## src/rtl/spi_ring_pkg.sv

```systemverilog
`timescale 1ns/1ps
package spi_ring_pkg;
  typedef enum logic [1:0] {
    SEL_TXD = 2'd0,
    SEL_RXD = 2'd1,
    SEL_TXB = 2'd2,
    SEL_RXB = 2'd3
  } host_sel_e;

  typedef enum logic {
    ST_IDLE = 1'b0,
    ST_RUN  = 1'b1
  } eng_state_e;

  localparam int unsigned WORD_W = 16;
  localparam int unsigned F_OWN  = 15;  // ready (tx) / empty (rx)
  localparam int unsigned F_AUX  = 14;  // last (tx) / error (rx)
  localparam int unsigned F_LEN  = 8;   // length field lsb
  localparam int unsigned F_PTR  = 0;   // pointer field lsb
endpackage

```

## src/rtl/spi_clkgen.sv

```systemverilog
`timescale 1ns/1ps
module spi_clkgen #(
  parameter int unsigned DIV_W = 8
) (
  input  logic             clk,
  input  logic             rst_n,
  input  logic             run,
  input  logic [DIV_W-1:0] div,
  output logic             sclk,
  output logic             rise,
  output logic             fall
);
  logic [DIV_W-1:0] cnt_q, cnt_d;
  logic             sclk_q, sclk_d;
  logic             wrap;

  always_comb begin
    wrap = run && (cnt_q == div);
    rise = wrap && !sclk_q;
    fall = wrap && sclk_q;
    if (!run) begin
      cnt_d  = '0;
      sclk_d = 1'b0;
    end else if (wrap) begin
      cnt_d  = '0;
      sclk_d = !sclk_q;
    end else begin
      cnt_d  = cnt_q + 1'b1;
      sclk_d = sclk_q;
    end
  end

  always_ff @(posedge clk or negedge rst_n) begin
    if (!rst_n) begin
      cnt_q  <= '0;
      sclk_q <= 1'b0;
    end else begin
      cnt_q  <= cnt_d;
      sclk_q <= sclk_d;
    end
  end

  assign sclk = sclk_q;
endmodule

```

## src/rtl/spi_shifter.sv

```systemverilog
`timescale 1ns/1ps
module spi_shifter #(
  parameter int unsigned CHAR_W = 8
) (
  input  logic              clk,
  input  logic              rst_n,
  input  logic              load,
  input  logic [CHAR_W-1:0] load_byte,
  input  logic              rise,
  input  logic              fall,
  input  logic              miso,
  output logic              mosi,
  output logic              char_done,
  output logic [CHAR_W-1:0] rx_byte
);
  localparam int unsigned BW = $clog2(CHAR_W);

  logic [CHAR_W-1:0] tx_q, tx_d, rx_q, rx_d;
  logic [BW-1:0]     bit_q, bit_d;
  logic              last_bit;

  always_comb begin
    last_bit  = (bit_q == BW'(CHAR_W-1));
    char_done = fall && last_bit;
    tx_d  = tx_q;
    bit_d = bit_q;
    rx_d  = rx_q;
    if (load) begin
      tx_d  = load_byte;
      bit_d = '0;
    end else if (fall) begin
      tx_d  = {tx_q[CHAR_W-2:0], 1'b0};
      bit_d = last_bit ? '0 : bit_q + 1'b1;
    end
    if (rise) rx_d = {rx_q[CHAR_W-2:0], miso};
  end

  always_ff @(posedge clk or negedge rst_n) begin
    if (!rst_n) begin
      tx_q  <= '0;
      rx_q  <= '0;
      bit_q <= '0;
    end else begin
      tx_q  <= tx_d;
      rx_q  <= rx_d;
      bit_q <= bit_d;
    end
  end

  assign mosi    = tx_q[CHAR_W-1];
  assign rx_byte = rx_q;
endmodule

```

## src/rtl/spi_store.sv

```systemverilog
`timescale 1ns/1ps
module spi_store
  import spi_ring_pkg::*;
#(
  parameter int unsigned NDESC     = 4,
  parameter int unsigned BUF_BYTES = 16,
  localparam int unsigned IW = $clog2(NDESC),
  localparam int unsigned PW = $clog2(BUF_BYTES),
  localparam int unsigned AW = (PW > IW) ? PW : IW
) (
  input  logic              clk,
  input  logic              rst_n,
  input  logic              host_we,
  input  logic [1:0]        host_sel,
  input  logic [AW-1:0]     host_addr,
  input  logic [WORD_W-1:0] host_wdata,
  output logic [WORD_W-1:0] host_rdata,
  input  logic              txd_we,
  input  logic [IW-1:0]     txd_widx,
  input  logic [WORD_W-1:0] txd_wdata,
  input  logic              rxd_we,
  input  logic [IW-1:0]     rxd_widx,
  input  logic [WORD_W-1:0] rxd_wdata,
  input  logic              rxb_we,
  input  logic [PW-1:0]     rxb_waddr,
  input  logic [7:0]        rxb_wdata,
  input  logic [IW-1:0]     txd_ridx,
  output logic [WORD_W-1:0] txd_rdata,
  input  logic [IW-1:0]     nxt_ridx,
  output logic              nxt_rdy,
  output logic [PW-1:0]     nxt_ptr,
  input  logic [IW-1:0]     rxd_ridx,
  output logic [WORD_W-1:0] rxd_rdata,
  input  logic [PW-1:0]     txb_raddr,
  output logic [7:0]        txb_rdata
);
  logic [WORD_W-1:0] txd_q [NDESC];
  logic [WORD_W-1:0] rxd_q [NDESC];
  logic [7:0]        txb_q [BUF_BYTES];
  logic [7:0]        rxb_q [BUF_BYTES];

  for (genvar g = 0; g < NDESC; g++) begin : g_desc
    always_ff @(posedge clk or negedge rst_n) begin
      if (!rst_n) begin
        txd_q[g] <= '0;
        rxd_q[g] <= '0;
      end else begin
        if (txd_we && txd_widx == IW'(g))
          txd_q[g] <= txd_wdata;
        else if (host_we && host_sel == SEL_TXD && host_addr[IW-1:0] == IW'(g))
          txd_q[g] <= host_wdata;
        if (rxd_we && rxd_widx == IW'(g))
          rxd_q[g] <= rxd_wdata;
        else if (host_we && host_sel == SEL_RXD && host_addr[IW-1:0] == IW'(g))
          rxd_q[g] <= host_wdata;
      end
    end
  end

  for (genvar g = 0; g < BUF_BYTES; g++) begin : g_buf
    always_ff @(posedge clk or negedge rst_n) begin
      if (!rst_n) begin
        txb_q[g] <= '0;
        rxb_q[g] <= '0;
      end else begin
        if (host_we && host_sel == SEL_TXB && host_addr[PW-1:0] == PW'(g))
          txb_q[g] <= host_wdata[7:0];
        if (rxb_we && rxb_waddr == PW'(g))
          rxb_q[g] <= rxb_wdata;
        else if (host_we && host_sel == SEL_RXB && host_addr[PW-1:0] == PW'(g))
          rxb_q[g] <= host_wdata[7:0];
      end
    end
  end

  always_comb begin
    case (host_sel)
      SEL_TXD: host_rdata = txd_q[host_addr[IW-1:0]];
      SEL_RXD: host_rdata = rxd_q[host_addr[IW-1:0]];
      SEL_TXB: host_rdata = {8'h00, txb_q[host_addr[PW-1:0]]};
      default: host_rdata = {8'h00, rxb_q[host_addr[PW-1:0]]};
    endcase
  end

  assign txd_rdata = txd_q[txd_ridx];
  assign nxt_rdy   = txd_q[nxt_ridx][F_OWN];
  assign nxt_ptr   = txd_q[nxt_ridx][F_PTR +: PW];
  assign rxd_rdata = rxd_q[rxd_ridx];
  assign txb_rdata = txb_q[txb_raddr];
endmodule

```

## src/rtl/spi_desc_master.sv

```systemverilog
`timescale 1ns/1ps
module spi_desc_master
  import spi_ring_pkg::*;
#(
  parameter int unsigned NDESC     = 4,
  parameter int unsigned BUF_BYTES = 16,
  parameter int unsigned DIV_W     = 8,
  localparam int unsigned IW    = $clog2(NDESC),
  localparam int unsigned PW    = $clog2(BUF_BYTES),
  localparam int unsigned LEN_W = PW + 1,
  localparam int unsigned AW    = (PW > IW) ? PW : IW
) (
  input  logic              clk,
  input  logic              rst_n,
  input  logic              host_we,
  input  logic [1:0]        host_sel,
  input  logic [AW-1:0]     host_addr,
  input  logic [WORD_W-1:0] host_wdata,
  output logic [WORD_W-1:0] host_rdata,
  input  logic              start,
  input  logic [DIV_W-1:0]  clk_div,
  input  logic              irq_en,
  input  logic              irq_ack,
  output logic              spi_sclk,
  output logic              spi_mosi,
  input  logic              spi_miso,
  output logic              busy,
  output logic              underrun,
  output logic              overrun,
  output logic              irq
);
  function automatic logic [IW-1:0] ring_next(input logic [IW-1:0] i);
    return (i == IW'(NDESC-1)) ? '0 : i + 1'b1;
  endfunction

  eng_state_e        st_q, st_d;
  logic [IW-1:0]     txi_q, txi_d, rxi_q, rxi_d;
  logic [LEN_W-1:0]  bcnt_q, bcnt_d, rcnt_q, rcnt_d, rcnt_new;
  logic              pend_q, pend_d, unr_q, unr_d, ovr_q, ovr_d;

  logic              txd_we, rxd_we, rxb_we;
  logic [WORD_W-1:0] txd_wdata, rxd_wdata, cur_tx, cur_rx;
  logic [PW-1:0]     rxb_waddr, txb_raddr, nxt_ptr;
  logic [7:0]        txb_rdata, rx_byte;
  logic              nxt_rdy;
  logic              load, sc_rise, sc_fall, char_done;
  logic              stop, unr_now, ev;

  spi_store #(.NDESC(NDESC), .BUF_BYTES(BUF_BYTES)) u_store (
    .clk(clk), .rst_n(rst_n),
    .host_we(host_we), .host_sel(host_sel), .host_addr(host_addr),
    .host_wdata(host_wdata), .host_rdata(host_rdata),
    .txd_we(txd_we), .txd_widx(txi_q), .txd_wdata(txd_wdata),
    .rxd_we(rxd_we), .rxd_widx(rxi_q), .rxd_wdata(rxd_wdata),
    .rxb_we(rxb_we), .rxb_waddr(rxb_waddr), .rxb_wdata(rx_byte),
    .txd_ridx(txi_q), .txd_rdata(cur_tx),
    .nxt_ridx(ring_next(txi_q)), .nxt_rdy(nxt_rdy), .nxt_ptr(nxt_ptr),
    .rxd_ridx(rxi_q), .rxd_rdata(cur_rx),
    .txb_raddr(txb_raddr), .txb_rdata(txb_rdata)
  );

  spi_clkgen #(.DIV_W(DIV_W)) u_clk (
    .clk(clk), .rst_n(rst_n), .run(st_q == ST_RUN), .div(clk_div),
    .sclk(spi_sclk), .rise(sc_rise), .fall(sc_fall)
  );

  spi_shifter #(.CHAR_W(8)) u_shift (
    .clk(clk), .rst_n(rst_n), .load(load), .load_byte(txb_rdata),
    .rise(sc_rise), .fall(sc_fall), .miso(spi_miso),
    .mosi(spi_mosi), .char_done(char_done), .rx_byte(rx_byte)
  );

  // next-state: descriptor walk
  always_comb begin
    st_d   = st_q;
    txi_d  = txi_q;
    rxi_d  = rxi_q;
    bcnt_d = bcnt_q;
    rcnt_d = rcnt_q;
    load   = 1'b0;
    stop   = 1'b0;
    unr_now = 1'b0;
    ev     = 1'b0;
    txb_raddr = cur_tx[F_PTR +: PW];
    txd_we    = 1'b0;
    txd_wdata = cur_tx;
    txd_wdata[F_OWN] = 1'b0;
    rxd_we    = 1'b0;
    rxb_we    = 1'b0;
    rcnt_new  = rcnt_q + 1'b1;
    rxb_waddr = cur_rx[F_PTR +: PW] + rcnt_q[PW-1:0];
    rxd_wdata = cur_rx;

    if (st_q == ST_IDLE) begin
      if (start && cur_tx[F_OWN]) begin
        st_d   = ST_RUN;
        load   = 1'b1;
        bcnt_d = LEN_W'(1);
      end
    end else if (char_done) begin
      if (bcnt_q < cur_tx[F_LEN +: LEN_W]) begin
        txb_raddr = cur_tx[F_PTR +: PW] + bcnt_q[PW-1:0];
        load      = 1'b1;
        bcnt_d    = bcnt_q + 1'b1;
      end else begin
        txd_we = 1'b1;
        ev     = 1'b1;
        txi_d  = ring_next(txi_q);
        if (cur_tx[F_AUX]) begin
          stop = 1'b1;
        end else if (nxt_rdy) begin
          txb_raddr = nxt_ptr;
          load      = 1'b1;
          bcnt_d    = LEN_W'(1);
        end else begin
          stop    = 1'b1;
          unr_now = 1'b1;
        end
      end
      if (stop) st_d = ST_IDLE;

      if (cur_rx[F_OWN]) begin
        rxb_we = 1'b1;
        if (rcnt_new >= cur_rx[F_LEN +: LEN_W] || stop) begin
          rxd_we = 1'b1;
          rxd_wdata[F_OWN] = 1'b0;
          rxd_wdata[F_AUX] = unr_now;
          rxd_wdata[F_LEN +: LEN_W] = rcnt_new;
          rxi_d  = ring_next(rxi_q);
          rcnt_d = '0;
          ev     = 1'b1;
        end else begin
          rcnt_d = rcnt_new;
        end
      end
    end

    pend_d = ev      ? 1'b1 : (irq_ack ? 1'b0 : pend_q);
    unr_d  = unr_now ? 1'b1 : (irq_ack ? 1'b0 : unr_q);
    ovr_d  = (st_q == ST_RUN && char_done && !cur_rx[F_OWN]) ? 1'b1 :
             (irq_ack ? 1'b0 : ovr_q);
  end

  // registers
  always_ff @(posedge clk or negedge rst_n) begin
    if (!rst_n) begin
      st_q   <= ST_IDLE;
      txi_q  <= '0;
      rxi_q  <= '0;
      bcnt_q <= '0;
      rcnt_q <= '0;
      pend_q <= 1'b0;
      unr_q  <= 1'b0;
      ovr_q  <= 1'b0;
    end else begin
      st_q   <= st_d;
      txi_q  <= txi_d;
      rxi_q  <= rxi_d;
      bcnt_q <= bcnt_d;
      rcnt_q <= rcnt_d;
      pend_q <= pend_d;
      unr_q  <= unr_d;
      ovr_q  <= ovr_d;
    end
  end

  assign busy     = (st_q == ST_RUN);
  assign underrun = unr_q;
  assign overrun  = ovr_q;
  assign irq      = pend_q & irq_en;
endmodule

```

## config.mk

```make
export PLATFORM = sky130hd
export DESIGN_NAME = spi_desc_master
export DESIGN_NICKNAME = d
export VERILOG_FILES = /design/src/rtl/spi_ring_pkg.sv /design/src/rtl/spi_clkgen.sv /design/src/rtl/spi_shifter.sv /design/src/rtl/spi_store.sv /design/src/rtl/spi_desc_master.sv
export SDC_FILE = /design/constraint.sdc
export NUM_CORES = 1
export LEC_CHECK = 0
export BUFFER_PORTS_ARGS = -buffer_cell sky130_fd_sc_hd__buf_4
export CORE_MARGIN = 2
export CORE_UTILIZATION = 65
export DETAILED_ROUTE_END_ITERATION = 8
export GPL_TIMING_DRIVEN = 0
export PLACE_DENSITY = 0.8
export REMOVE_ABC_BUFFERS = 1
export SYNTH_ARGS = -nofsm -noshare
export SYNTH_HDL_FRONTEND = slang
export SYNTH_SLANG_ARGS = --single-unit
```

## constraint.sdc

```tcl
create_clock -name clk -period 6.6 [get_ports clk]
set_clock_uncertainty 0.2 [all_clocks]
set_input_delay 0.33 -clock clk [delete_from_list [all_inputs] [get_ports clk]]
set_output_delay 0.33 -clock clk [all_outputs]
set_load 0.02 [all_outputs]
```

==> results.txt, run 1 <==
The flow ran to the end, and the final reports show no timing, DRC or antenna violations. The cell type with the highest aggregate area in the netlist is sky130_fd_sc_hd__dfrtp_1. In this run the horizontal extent of the chip is 199 um. The quantity of I/O buffers inserted on ports is 58. Measured against the total synthesized area, the mux share comes to 34.5%.

The average detailed-routed wire length per instance came out at 25.3 um. The number of non-filler instances in the completed layout is 2,670. The final layout contains routed wiring with a total length of 67,500 um. The nature of the critical path endpoint is a flip-flop. The critical path startpoint category is a flip-flop. The die covers 0.0396 mm2. The hold path startpoint is host_wdata[0].

The async set-or-reset flop fraction in the synthesized netlist is 100%. The power per standard cell area is 300 mW/mm2. The share of final-layout standard cells stronger than drive strength 1 came out at 22.7%.

After clock tree synthesis, the clock-pin slew on the worst setup and hold paths is 60 ps. The top cell type by area accounts for 43.6% of the synthesized area. The number of antenna violations at the first check in global routing is 0.

After synthesis the netlist holds a flip-flop and latch count of 430. The class of the tightest hold or removal check is input port to flip-flop. The congestion estimate from routability-driven global placement came to 0.940. The count of different cell masters after synthesis came out at 56. The pre-antenna-repair detailed-routing pass consisted of 6 iterations. The library cell used as clock root buffer is sky130_fd_sc_hd__clkbuf_16. The multi-input logic area came out at 0.0132 mm2. After synthesis the cells add up to 0.0247 mm2. The repair_antennas step left the layout with diodes totalling 0. In the routed layout, each cell is associated on average with a via count of 6.80.

The first-pass GRT wire length came out at 105,000 um. The worst-margin pin slew is 1310 ps. The total number of yosys warnings is 0. The placed wire-length estimate came out at 42,400 um. After detailed placement, the design holds a cell count of 2,574.

The final-report setup violation count came out at 0. The total number of placement rows is 71. The aggregate global routing overflow is 0. Each instance of the synthesized netlist takes up on average 11.4 um2.

The routing usage on met1 came out at 46.2%. Entering global routing, the biggest net connects 121 pins. The top cell types in the final layout, fill and taps aside, are sky130_fd_sc_hd__dfrtp_1, sky130_fd_sc_hd__mux2i_1, sky130_fd_sc_hd__nor2_1. The CTS sink count is 430.

The routing usage on met3 is 6.43%. In the routed design, unresolved DRC markers number 0. The largest family of logic cells by synthesized area is multiplexers. The number of top-level pins came out at 59. The TritonCTS buffer count came out at 46. The portion of the post-synthesis area used by sequential elements came out at 43.6%. TritonCTS built the clock tree. No sink is reached through more buffers than the 3 on the longest clock path.

The critical path class is flip-flop to flip-flop. The initial core utilization is 65.7%. The most common cell after layout, fill and taps aside is sky130_fd_sc_hd__dfrtp_1. The data required time at the worst endpoint is 6870 ps. The routing layer with the top usage in global route is met2. The signal arrival time at the worst endpoint came out at 5940 ps.

At the later pin of the worst-skew pair, clock insertion delay measures 590 ps. Sorting the synthesized cells by area gives the leading types as sky130_fd_sc_hd__dfrtp_1, sky130_fd_sc_hd__mux4_2, sky130_fd_sc_hd__mux2i_1, sky130_fd_sc_hd__mux2_2, sky130_fd_sc_hd__a21oi_1. The total core area is 0.0376 mm2. The start point of the critical path is txi_q[0]. The max-cap check violation count came out at 0. Global routing consumed, on the met2 layer, 56.5% of the routing resources.

Derived from the worst setup path, the maximum achievable clock frequency is 176 MHz. In this run the number of H-tree levels came out at 2. The headroom to the max-slew limit is 11.6%. The synthesized-area fraction occupied by adder cells is 1.58%. For this run, the leading register cell type out of synthesis is sky130_fd_sc_hd__dfrtp_1. The number of nets with antenna violations after detailed routing is 0. The max-slew violation count was 0.

In this run the critical register-to-register path is launched from txi_q[0]. The area growth from synthesis to final layout came out at 9.98%. The number of failing hold endpoints at the final stage was 0. The via count of the first global-routing pass came out at 18.4k. The leakage power total is 12.4 nW. After the last flow step, the layout net total stands at 2,190. The simple-gate share of the synthesized area came out at 7.97%. The largest vdd supply drop came out at 213 uV. The overall power consumption came out at 0.00814 W. The number of cells produced by synthesis is 2,165. Subtracting the final worst setup slack from the clock period gives 5670 ps. Of the available clock period, the critical path in the final layout requires 86.0%. The synthesized-area fraction occupied by xor and xnor cells is 0.851%.

The global router's overall resource usage came out at 35.2%. Setup repair after global routing left no endpoint under its margin. The number of buffers inserted by post-CTS setup repair came out at 0. The die extent in y is 199 um. The fraction of the mapped netlist area in compound gates is 8.13%. The violation count after the first detailed-routing iteration is 1,992. The peak fanout along the critical path is 21.

The area used by sequential logic in the layout is 0.0108 mm2. The number of vias in the routed layout is 18.2k. The count of flip-flops with a built-in enable after synthesis came out at 0.

The filler cell count in the final layout is 2,489.
-- path summary, 6_finish.rpt --
path / cells after the start / endpoint / slack, ps
setup reg to reg: 13 / u_shift.tx_q[0] / 930
setup / recovery: 13 / u_shift.tx_q[0] / 930
min in group asynchronous: 2 / u_clk.cnt_q[7] / 250
max in group asynchronous: 3 / u_store.txb_q[82] / 4830
hold / removal: 3 / u_store.txb_q[40] / 50
hold reg to reg: 2 / rcnt_q[4] / 310
-- what timing repair did --
| item | 4_1_cts | 5_1_grt |
|---|---|---|
| hold endpoints to repair | 169 | 0 |
| gates resized for setup | 0 | 0 |
| hold buffers | 12 | 0 |
| setup endpoints to repair | 0 | 0 |
-- critical path, stage by stage, from the launching register on --
cell and delay [ps]:
sky130_fd_sc_hd__dfrtp_1 1190, sky130_fd_sc_hd__mux4_2 700, sky130_fd_sc_hd__inv_1 80, sky130_fd_sc_hd__ha_1 250
sky130_fd_sc_hd__a21oi_1 120, sky130_fd_sc_hd__a21boi_0 160, sky130_fd_sc_hd__nor3_2 690, sky130_fd_sc_hd__mux2_2 350
sky130_fd_sc_hd__o21a_2 550, sky130_fd_sc_hd__buf_12 280, sky130_fd_sc_hd__mux2i_1 300, sky130_fd_sc_hd__a32oi_1 90
sky130_fd_sc_hd__mux2_2 290, sky130_fd_sc_hd__a211o_1 300
-- layer usage --
metal	share of wire, %	vias up
li1	-	7780
met1	38	9176
met2	48	1000
met3	9.0	211
met4	4.8	0
met5	0	-
-- cell usage after synthesis, types with 4 or more instances --
cell type,number
sky130_fd_sc_hd__inv_1,29
sky130_fd_sc_hd__nand4_1,7
sky130_fd_sc_hd__a21o_1,4
sky130_fd_sc_hd__buf_2,17
sky130_fd_sc_hd__xor2_1,17
sky130_fd_sc_hd__and2_1,5
sky130_fd_sc_hd__a21boi_0,9
sky130_fd_sc_hd__nor3_1,12
sky130_fd_sc_hd__o21ai_0,98
sky130_fd_sc_hd__buf_1,27
sky130_fd_sc_hd__a21oi_1,196
sky130_fd_sc_hd__mux4_2,153
sky130_fd_sc_hd__a22oi_1,13
sky130_fd_sc_hd__mux2_2,171
sky130_fd_sc_hd__o22ai_1,10
sky130_fd_sc_hd__dfrtp_1,430
sky130_fd_sc_hd__buf_6,6
sky130_fd_sc_hd__a211oi_1,7
sky130_fd_sc_hd__nor2b_1,9
sky130_fd_sc_hd__nand3_1,19
sky130_fd_sc_hd__clkbuf_1,122
sky130_fd_sc_hd__xnor2_1,7
sky130_fd_sc_hd__o21ai_1,5
sky130_fd_sc_hd__nor2_1,218
sky130_fd_sc_hd__nand2_1,171
sky130_fd_sc_hd__and3_1,7
sky130_fd_sc_hd__mux2i_1,314
sky130_fd_sc_hd__ha_1,28
sky130_fd_sc_hd__nand2b_1,7
-- per-stage QoR --
stage          hold WS, ps  utilization, %  setup TNS, ps  setup slack [ps]  cell area [um2]
6_report              51.4            72.3              0               926            27200
5_1_grt               98.1            72.3              0               493            27200
4_1_cts               14.1            72.3              0              1010            27200
3_5_place_dp           261            67.7              0              1030            25400
3_3_place_gp           281            66.6          -4440              -652            25000
2_1_floorplan         -166               -              0              1070            24000
-- final cells by class --
class / count / area share [%]
tap: 511 / 2.35
multi-input combinational: 1530 / 48.5
clock buffer: 73 / 5.21
timing repair buffer: 85 / 3.26
inverter: 30 / 0.415
sequential: 430 / 39.6
clock inverter: 11 / 0.663
-- cells by family after synthesis --
group	after synthesis
AO/OA/AOI/OAI	365
flip-flops	430
XOR/XNOR	24
buffers and inverters	205
adder cells (fa/ha/maj)	30
AND/OR/NAND/NOR	473
multiplexers	638
-- registers in the layout (all words and copies together) (netlist names) --
name             count
u_clk.cnt_q          8
u_clk.sclk           1
rxi_q                2
underrun             1
u_store.rxd_q       64
rcnt_q               5
u_store.txb_q      128
bcnt_q               5
u_store.rxb_q      128
u_shift.bit_q        3
u_shift.tx_q         8
busy                 1
pend_q               1
overrun              1
u_store.txd_q       64
u_shift.rx_byte      8
txi_q                2
-- power breakdown --
group          total [W]  switching, W  internal [W]  leakage [nW]
combinational    0.00195      0.000987      0.000962          6.05
sequential       0.00345      0.000360       0.00309          5.55
clock            0.00274       0.00108       0.00166         0.786
total            0.00814       0.00243       0.00571          12.4
Note: power is estimated with default switching activity, not from simulation.
==> run 2, diff against run 1 <==
--- a/config.mk
+++ b/config.mk
@@ -14,4 +14,5 @@
 export REMOVE_ABC_BUFFERS = 1
 export SYNTH_ARGS = -nofsm -noshare
 export SYNTH_HDL_FRONTEND = slang
+export SYNTH_HIERARCHICAL = 1
 export SYNTH_SLANG_ARGS = --single-unit
==> run 2 against run 1 <==
Die area grew 1.6%. Critical path depth shrank 2. First-iteration DRC count grew 6.3%. Combinational power shrank 12%. Core utilization grew 0.68 points. Worst setup slack lost 490 ps. Maximum frequency shrank 7.9%. Sequential share of layout area shrank 0.64 points. Global-route usage shrank 0.30 points. Clock-buffer cell count grew 4. Highest routed layer unchanged.
==> results.txt, run 2 <==
The number of antenna violations at the first check in global routing was 0. At the worst endpoint, the arrival time is 6360 ps. The final-report setup violation count is 0. From bottom edge to top edge, the die measures 201 um.

The area growth from synthesis to final layout came out at 9.97%. The fraction of the mapped netlist area in compound gates came out at 9.57%. In this run the number of H-tree levels came out at 2. The area fraction of the dominant cell type after synthesis is 42.9%.

The library cell used most frequently in the layout, excluding fill and tap cells, is sky130_fd_sc_hd__dfrtp_1. Synthesis instantiated 75 different standard cells from the library. The flow ran to the end, and the final reports show no timing, DRC or antenna violations. Setup repair after global routing left no endpoint under its margin.

The number of setup buffers added after CTS is 0. The initial core utilization came out at 66.4%. Summing the areas of all xor and xnor instances in the mapped netlist gives 0.767% of the synthesized area. The class of the tightest hold or removal check is input port to asynchronous set/reset pin. The number of synthesized register bits came out at 430. The area of the die is 0.0402 mm2.

The pre-antenna-repair detailed-routing pass consisted of 6 iterations. The combined area of all synthesized cells is 0.0251 mm2. The post-route clock period utilization came out at 93.3%.

After detailed routing, the number of vias per cell comes to 6.93. Summed over all layers, the global routing overflow is 0. The critical path startpoint category is a flip-flop. The worst slack at placement came out at 609 ps. The maximum count of clock buffers along a single path is 3.

After synthesis, the largest family of logic cells by area is multiplexers. The max-slew violation count is 0. The overall power consumption is 0.00785 W. The global placement routability congestion is 0.891. The synthesized-area fraction occupied by adder cells is 1.26%. CTS placed an instance of sky130_fd_sc_hd__clkbuf_16 at the clock tree root. The critical path class is flip-flop to flip-flop.

The data required time at the worst endpoint is 6800 ps. The TritonCTS buffer count is 47. The number of failing hold endpoints at the final stage is 0. The residual DRC count came out at 0. The headroom to the max-slew limit came out at 4.33%. The antenna diode count is 0.

The via count of the first global-routing pass is 18.9k. After synthesis, the mean cell area works out to 11.4 um2. The minimum period implied by the final worst setup slack came out at 6160 ps. The number of cells produced by synthesis is 2,200.

The synthesized design contains 0 enable-type register cells. The worst register-to-register path begins at txi_q[0]. The quantity of I/O buffers inserted on ports came out at 58.

The nature of the critical path endpoint is a flip-flop. The first global-routing pass estimated 109,000 um of wire. For this design the static power due to leakage is 12.7 nW.

After Yosys synthesis, and, or, nand and nor cells account for 8.40% of the synthesized area. TritonCTS built the clock tree. Leaving out fill and tap cells, the most frequent cells in the layout are sky130_fd_sc_hd__dfrtp_1, sky130_fd_sc_hd__mux2i_1, sky130_fd_sc_hd__nand2_1. With fillers left out, the area of the finished cells amounts to 0.0276 mm2. Ranked by total cell area, the synthesized netlist is headed by sky130_fd_sc_hd__dfrtp_1, sky130_fd_sc_hd__mux2i_1, sky130_fd_sc_hd__mux4_2, sky130_fd_sc_hd__mux2_2, sky130_fd_sc_hd__a21oi_1. Tracing the worst setup path back leads to its startpoint at txi_q[0]. The total core area came out at 0.0378 mm2. The net count of the finished layout is 2,222. The cell type with the highest aggregate area in the netlist is sky130_fd_sc_hd__dfrtp_1.

The upper clock frequency limit came out at 162 MHz. The detailed router placed 18.8k vias in this run. Counting the fill cells in the layout gives 2,568.

The wire length reported by the detailed router came out at 69,500 um. The power per standard cell area came out at 284 mW/mm2. Among all cell types in the netlist, the one instantiated most often is sky130_fd_sc_hd__dfrtp_1. The placed wire-length estimate came out at 43,800 um.

After clock tree synthesis, the clock-pin slew on the worst setup and hold paths is 60 ps. The total number of yosys warnings came out at 6. The area of placed instances is 0.0258 mm2.

After floorplanning, the core was divided into 71 placement rows. The number of top-level pins came out at 59. Counting flops with an async set or reset pin after synthesis yields a share of 100%. In the final layout, the registers with the most flip-flops are u_store/rxb_q x128, u_store/txb_q x128.

The largest net degree at the start of global routing is 114. In the synthesized netlist the dominant register cell turns out to be sky130_fd_sc_hd__dfrtp_1. The share of final-layout standard cells stronger than drive strength 1 is 22.7%. The CTS sink count is 430. By count the netlist is led by sky130_fd_sc_hd__dfrtp_1, sky130_fd_sc_hd__mux2i_1, sky130_fd_sc_hd__nand2_1. The worst setup slack after layout is 441 ps. The portion of the post-synthesis area used by sequential elements came out at 42.9%. The global router's overall resource usage came out at 34.9%. The worst-margin pin slew is 1430 ps. The max-cap check violation count is 0. Of all nets on the critical path, the largest fanout is 32. The average detailed-routed wire length per instance came out at 25.7 um. IR analysis of the VDD net gives a maximum drop of 226 uV.

For the worst-skew pair, the clock arrives at the later sink with an insertion delay of 580 ps. From left edge to right edge, the die measures 201 um. The violation count after the first detailed-routing iteration is 2,118. The number of nets with antenna violations after detailed routing came out at 0.

The fraction of synthesized area in multiplexers came out at 33.3%.
==> run 2: cell types whose count changed after synthesis, moves of 13 or more <==
cell,delta
sky130_fd_sc_hd__mux4_2,-39
sky130_fd_sc_hd__a21oi_1,-58
sky130_fd_sc_hd__buf_2,+15
sky130_fd_sc_hd__o22ai_1,+17
sky130_fd_sc_hd__nor2_1,-51
sky130_fd_sc_hd__mux2i_1,+34
sky130_fd_sc_hd__o21ai_0,+39
sky130_fd_sc_hd__mux2_2,-17
sky130_fd_sc_hd__a22oi_1,-13
==> run 2: logic make-up after synthesis <==
group / after synthesis
buffers and inverters: 214
AOI/OAI and AO/OA: 400
other: 1
xor gates and xnor gates: 22
muxes: 638
DFF: 430
adders and majority gates: 24
and+or+nand+nor: 471
==> run 2: through the flow <==
step           instances  TNS, ps  util, %  hold slack (ps)
2_1_floorplan       2017     -205        -             -166
3_3_place_gp        2586  -130970     66.9              261
3_5_place_dp        2610        0     68.3             72.3
4_1_cts             2708        0     72.9             58.7
5_1_grt             2709        0     73.0             92.0
6_report            2709        0     73.0             51.2
==> run 2: area by class of cell <==
type	instances	area [um2]	share of cell area, %
multi-input cells	1559	13500	48.9
clock inverters	9	95.1	0.344
flip-flops and latches	430	10800	39.0
clock buffers	77	1510	5.47
repair buffers	95	997	3.61
inverters	28	105	0.381
well taps	511	639	2.32
==> run 2: critical path: stages, from the launching register on <==
cell,delay [ps]
sky130_fd_sc_hd__dfrtp_1,1200
sky130_fd_sc_hd__mux4_2,690
sky130_fd_sc_hd__inv_1,120
sky130_fd_sc_hd__ha_1,250
sky130_fd_sc_hd__a21oi_1,250
sky130_fd_sc_hd__o21ai_4,140
sky130_fd_sc_hd__a31oi_4,430
sky130_fd_sc_hd__nor2_4,130
sky130_fd_sc_hd__nand3_1,910
sky130_fd_sc_hd__nand2_1,1100
sky130_fd_sc_hd__nor2_1,450
sky130_fd_sc_hd__a21oi_1,80
==> run 2: what timing repair did <==
item	CTS	global route
setup endpoints to repair	0	0
gates resized for setup	0	0
hold endpoints to repair	202	0
hold buffers	12	0
==> run 2: path summary, 6_finish.rpt <==
kind	depth (start not counted)	endpoint	slack [ps]
min in group clk	5	u_clk/sclk	120
setup / recovery	11	u_store/txd_q[10]	440
max in group asynchronous	5	u_store/rxb_q[85]	4510
setup reg to reg	11	u_store/txd_q[10]	440
hold / removal	2	u_store/rxd_q[58]	50
hold reg to reg	2	u_store/rxb_q[100]	290
==> run 2: per-layer routing <==
| layer | share of wire (%) | routed length (um) | GRT usage, % | up-vias |
|---|---|---|---|---|
| met5 | 0 | 0 | 0 | - |
| met4 | 4.1 | 2840 | 15.5 | 0 |
| met3 | 8.6 | 5960 | 5.60 | 180 |
| met2 | 48 | 33500 | 55.9 | 991 |
| met1 | 39 | 27200 | 47.5 | 9608 |
| li1 | - | - | - | 7990 |
==> run 2: power by group <==
part	total [W]	leakage (nW)	switching, W	internal, W
sequential	0.00341	5.54	0.000346	0.00306
combinational	0.00171	6.34	0.000902	0.000807
clock	0.00273	0.801	0.00109	0.00163
total	0.00785	12.7	0.00234	0.00551
==> run 3, diff against run 2 <==
==> constraint.sdc (replaced) <==
create_clock -name clk -period 6.6 [get_ports clk]
set_clock_uncertainty 0.2 [all_clocks]
set_input_delay 0.99 -clock clk [delete_from_list [all_inputs] [get_ports clk]]
set_output_delay 0.99 -clock clk [all_outputs]
set_load 0.02 [all_outputs]
==> run 3 against run 2 <==
Clock power barely moved. Sequential power about the same. Maximum frequency about the same. Non-clock buffer count is 12 lower. Die area is the same. Routed wire length is 0.32% lower. Largest cell class unchanged.
==> results.txt, run 3 (synthesis gave the netlist of run 2 again) <==
The peak fanout along the critical path came out at 32. The number of top-level pins came out at 59. The residual DRC count is 0.

The final-report setup violation count is 0. Counting cells, the worst reg-to-reg path comes to 11. At the end of the flow the core is filled with cells to 72.7%. The number of nets with antenna violations after detailed routing is 0.

Data on the critical path arrives at its endpoint at 6350 ps. The initial core utilization came out at 66.4%. The total number of placement rows is 71.

The CTS sink count is 430. At the pin with the least slew margin, the transition time is 1450 ps. The number of vias in the routed layout came out at 18.8k.

Detailed placement finished with a half-perimeter wire length of 43,800 um. The largest vdd supply drop came out at 227 uV. The startpoint identified for the worst register-to-register timing path is txi_q[0]. The maximum count of clock buffers along a single path is 3. The via count of the first global-routing pass is 18.8k. The detailed-route vias per instance came out at 6.96.

The die covers 0.0402 mm2. The routing usage on met3 is 5.54%. The library cell used most frequently in the layout, excluding fill and tap cells, is sky130_fd_sc_hd__dfrtp_1. The global router's overall resource usage came out at 34.7%. In the final routed layout, each cell accounts on average for 25.7 um. The worst path uses 93.3% of the clock period. The max-cap check violation count is 0. The global placement routability congestion is 0.891. The max-slew violation count is 0.

Setup repair after global routing left no endpoint under its margin. The number of buffers inserted by post-CTS setup repair came out at 0. The number of failing hold endpoints at the final stage came out at 0. The setup slack on the worst flop-to-flop path came out at 440 ps. The aggregate global routing overflow came out at 0.

The die is 201 um tall. The length of the first detailed-routing pass in iterations came out at 8. The clock-pin slew on the worst setup and hold paths is 60 ps. The class of the tightest hold or removal check is input port to asynchronous set/reset pin.

The hold-fix buffer count after cts came out at 0. Counting tap cells, the placed design contains a total of 2,610 instances. The cell sitting at the root of the clock tree is a sky130_fd_sc_hd__clkbuf_16. In the layout the commonest cells are sky130_fd_sc_hd__dfrtp_1, sky130_fd_sc_hd__mux2i_1, sky130_fd_sc_hd__nand2_1. The later-pin clock latency in the skew report is 580 ps. The number of antenna violations at the first check in global routing is 0.

The final layout contains routed wiring with a total length of 69,300 um. The TritonCTS buffer count came out at 47. After floorplanning, the core was sized to cover 0.0378 mm2.

The minimum period implied by the final worst setup slack is 6160 ps. The nature of the critical path endpoint is a flip-flop. The routing usage on met1 is 47.4%. Static timing analysis puts the maximum clock frequency at 162 MHz. During placement, the flow inserted port buffers numbering 58. The violation count after the first detailed-routing iteration is 2,097. The power per standard cell area is 285 mW/mm2. The final-layout setup total negative slack is 0 ps. The worst setup path is of the flip-flop to flip-flop kind. The critical register-to-register path endpoint is u_store/txd_q[10]. At the placement stage, the worst setup path has a slack of 521 ps. Once layout is complete, the cells apart from fillers number 2,697.

The worst path meets setup with 441 ps of slack. The area growth from synthesis to final layout came out at 9.49%. The number of instances resized during post-cts repair is 0. The routing layer with the top usage in global route is met2.

The leakage power total came out at 12.6 nW. The first-pass GRT wire length came out at 109,000 um. The die span in x is 201 um. The count of nets after finishing is 2,210. The largest registers in the layout are u_store/rxb_q x128, u_store/txb_q x128. At the worst endpoint, the required time is 6790 ps.

The H-tree depth reported by CTS came out at 2. The repair_antennas step left the layout with diodes totalling 0. TritonCTS built the clock tree.

The flow ran to the end, and the final reports show no timing, DRC or antenna violations. The share of final-layout standard cells stronger than drive strength 1 is 22.9%. The headroom to the max-slew limit is 3.34%. STA classifies the critical path startpoint as a flip-flop.

The filler cell count in the final layout is 2,587. The global-route track usage on met2 came out at 55.8%. The largest net degree at the start of global routing came out at 114.
run 3: layout make-up:
cell class / instances / area [um2] / share of cell area, %
sequential: 430 / 10800 / 39.1
clock inverter: 9 / 95.1 / 0.346
timing repair buffer: 83 / 877 / 3.19
clock buffer: 77 / 1510 / 5.50
inverter: 28 / 105 / 0.382
multi-input combinational: 1559 / 13500 / 49.1
tap: 511 / 639 / 2.33
run 3: worst max-delay path by stage:
stage / startpoint / endpoint / slack (ps)
3_3_place_gp: clk_div[5] / u_shift/tx_q[7] / -2700
2_1_floorplan: clk_div[4] / u_shift/tx_q[0] / -230
4_1_cts: host_addr[0] / host_rdata[4] / 510
3_5_place_dp: clk_div[0] / u_shift/tx_q[7] / 520
6_report: txi_q[0] / u_store/txd_q[10] / 440
5_1_grt: txi_q[0] / u_store/txd_q[10] / 110
run 3: routing by layer:
layer  share of wire (%)  vias to the layer above
li1                    -                     7978
met1                  40                     9583
met2                  48                     1010
met3                 8.4                      187
met4                 4.1                        0
met5                   0                        -
run 3: worst max-delay path: stages (launching register included):
cell	delay (ps)
sky130_fd_sc_hd__dfrtp_1	1190
sky130_fd_sc_hd__mux4_2	690
sky130_fd_sc_hd__inv_1	120
sky130_fd_sc_hd__ha_1	240
sky130_fd_sc_hd__a21oi_1	250
sky130_fd_sc_hd__o21ai_4	140
sky130_fd_sc_hd__a31oi_4	450
sky130_fd_sc_hd__nor2_4	140
sky130_fd_sc_hd__nand3_1	900
sky130_fd_sc_hd__nand2_1	1100
sky130_fd_sc_hd__nor2_1	440
sky130_fd_sc_hd__a21oi_1	80
run 3: where the power goes:
group	internal [W]	switching (W)	total, W
combinational	0.000802	0.000901	0.00170
sequential	0.00306	0.000346	0.00341
clock	0.00163	0.00109	0.00273
total	0.00550	0.00234	0.00784
run 3: metrics by stage:
stage | total power [W] | hold WS, ps | instance area [um2]
6_report | 0.00784 | 107 | 27500
5_1_grt | 0.00815 | 142 | 27500
4_1_cts | 0.00783 | 119 | 27500
3_5_place_dp | 0.00509 | 270 | 25800
3_3_place_gp | 0.00496 | 261 | 25300
2_1_floorplan | 0.00446 | 245 | 24200
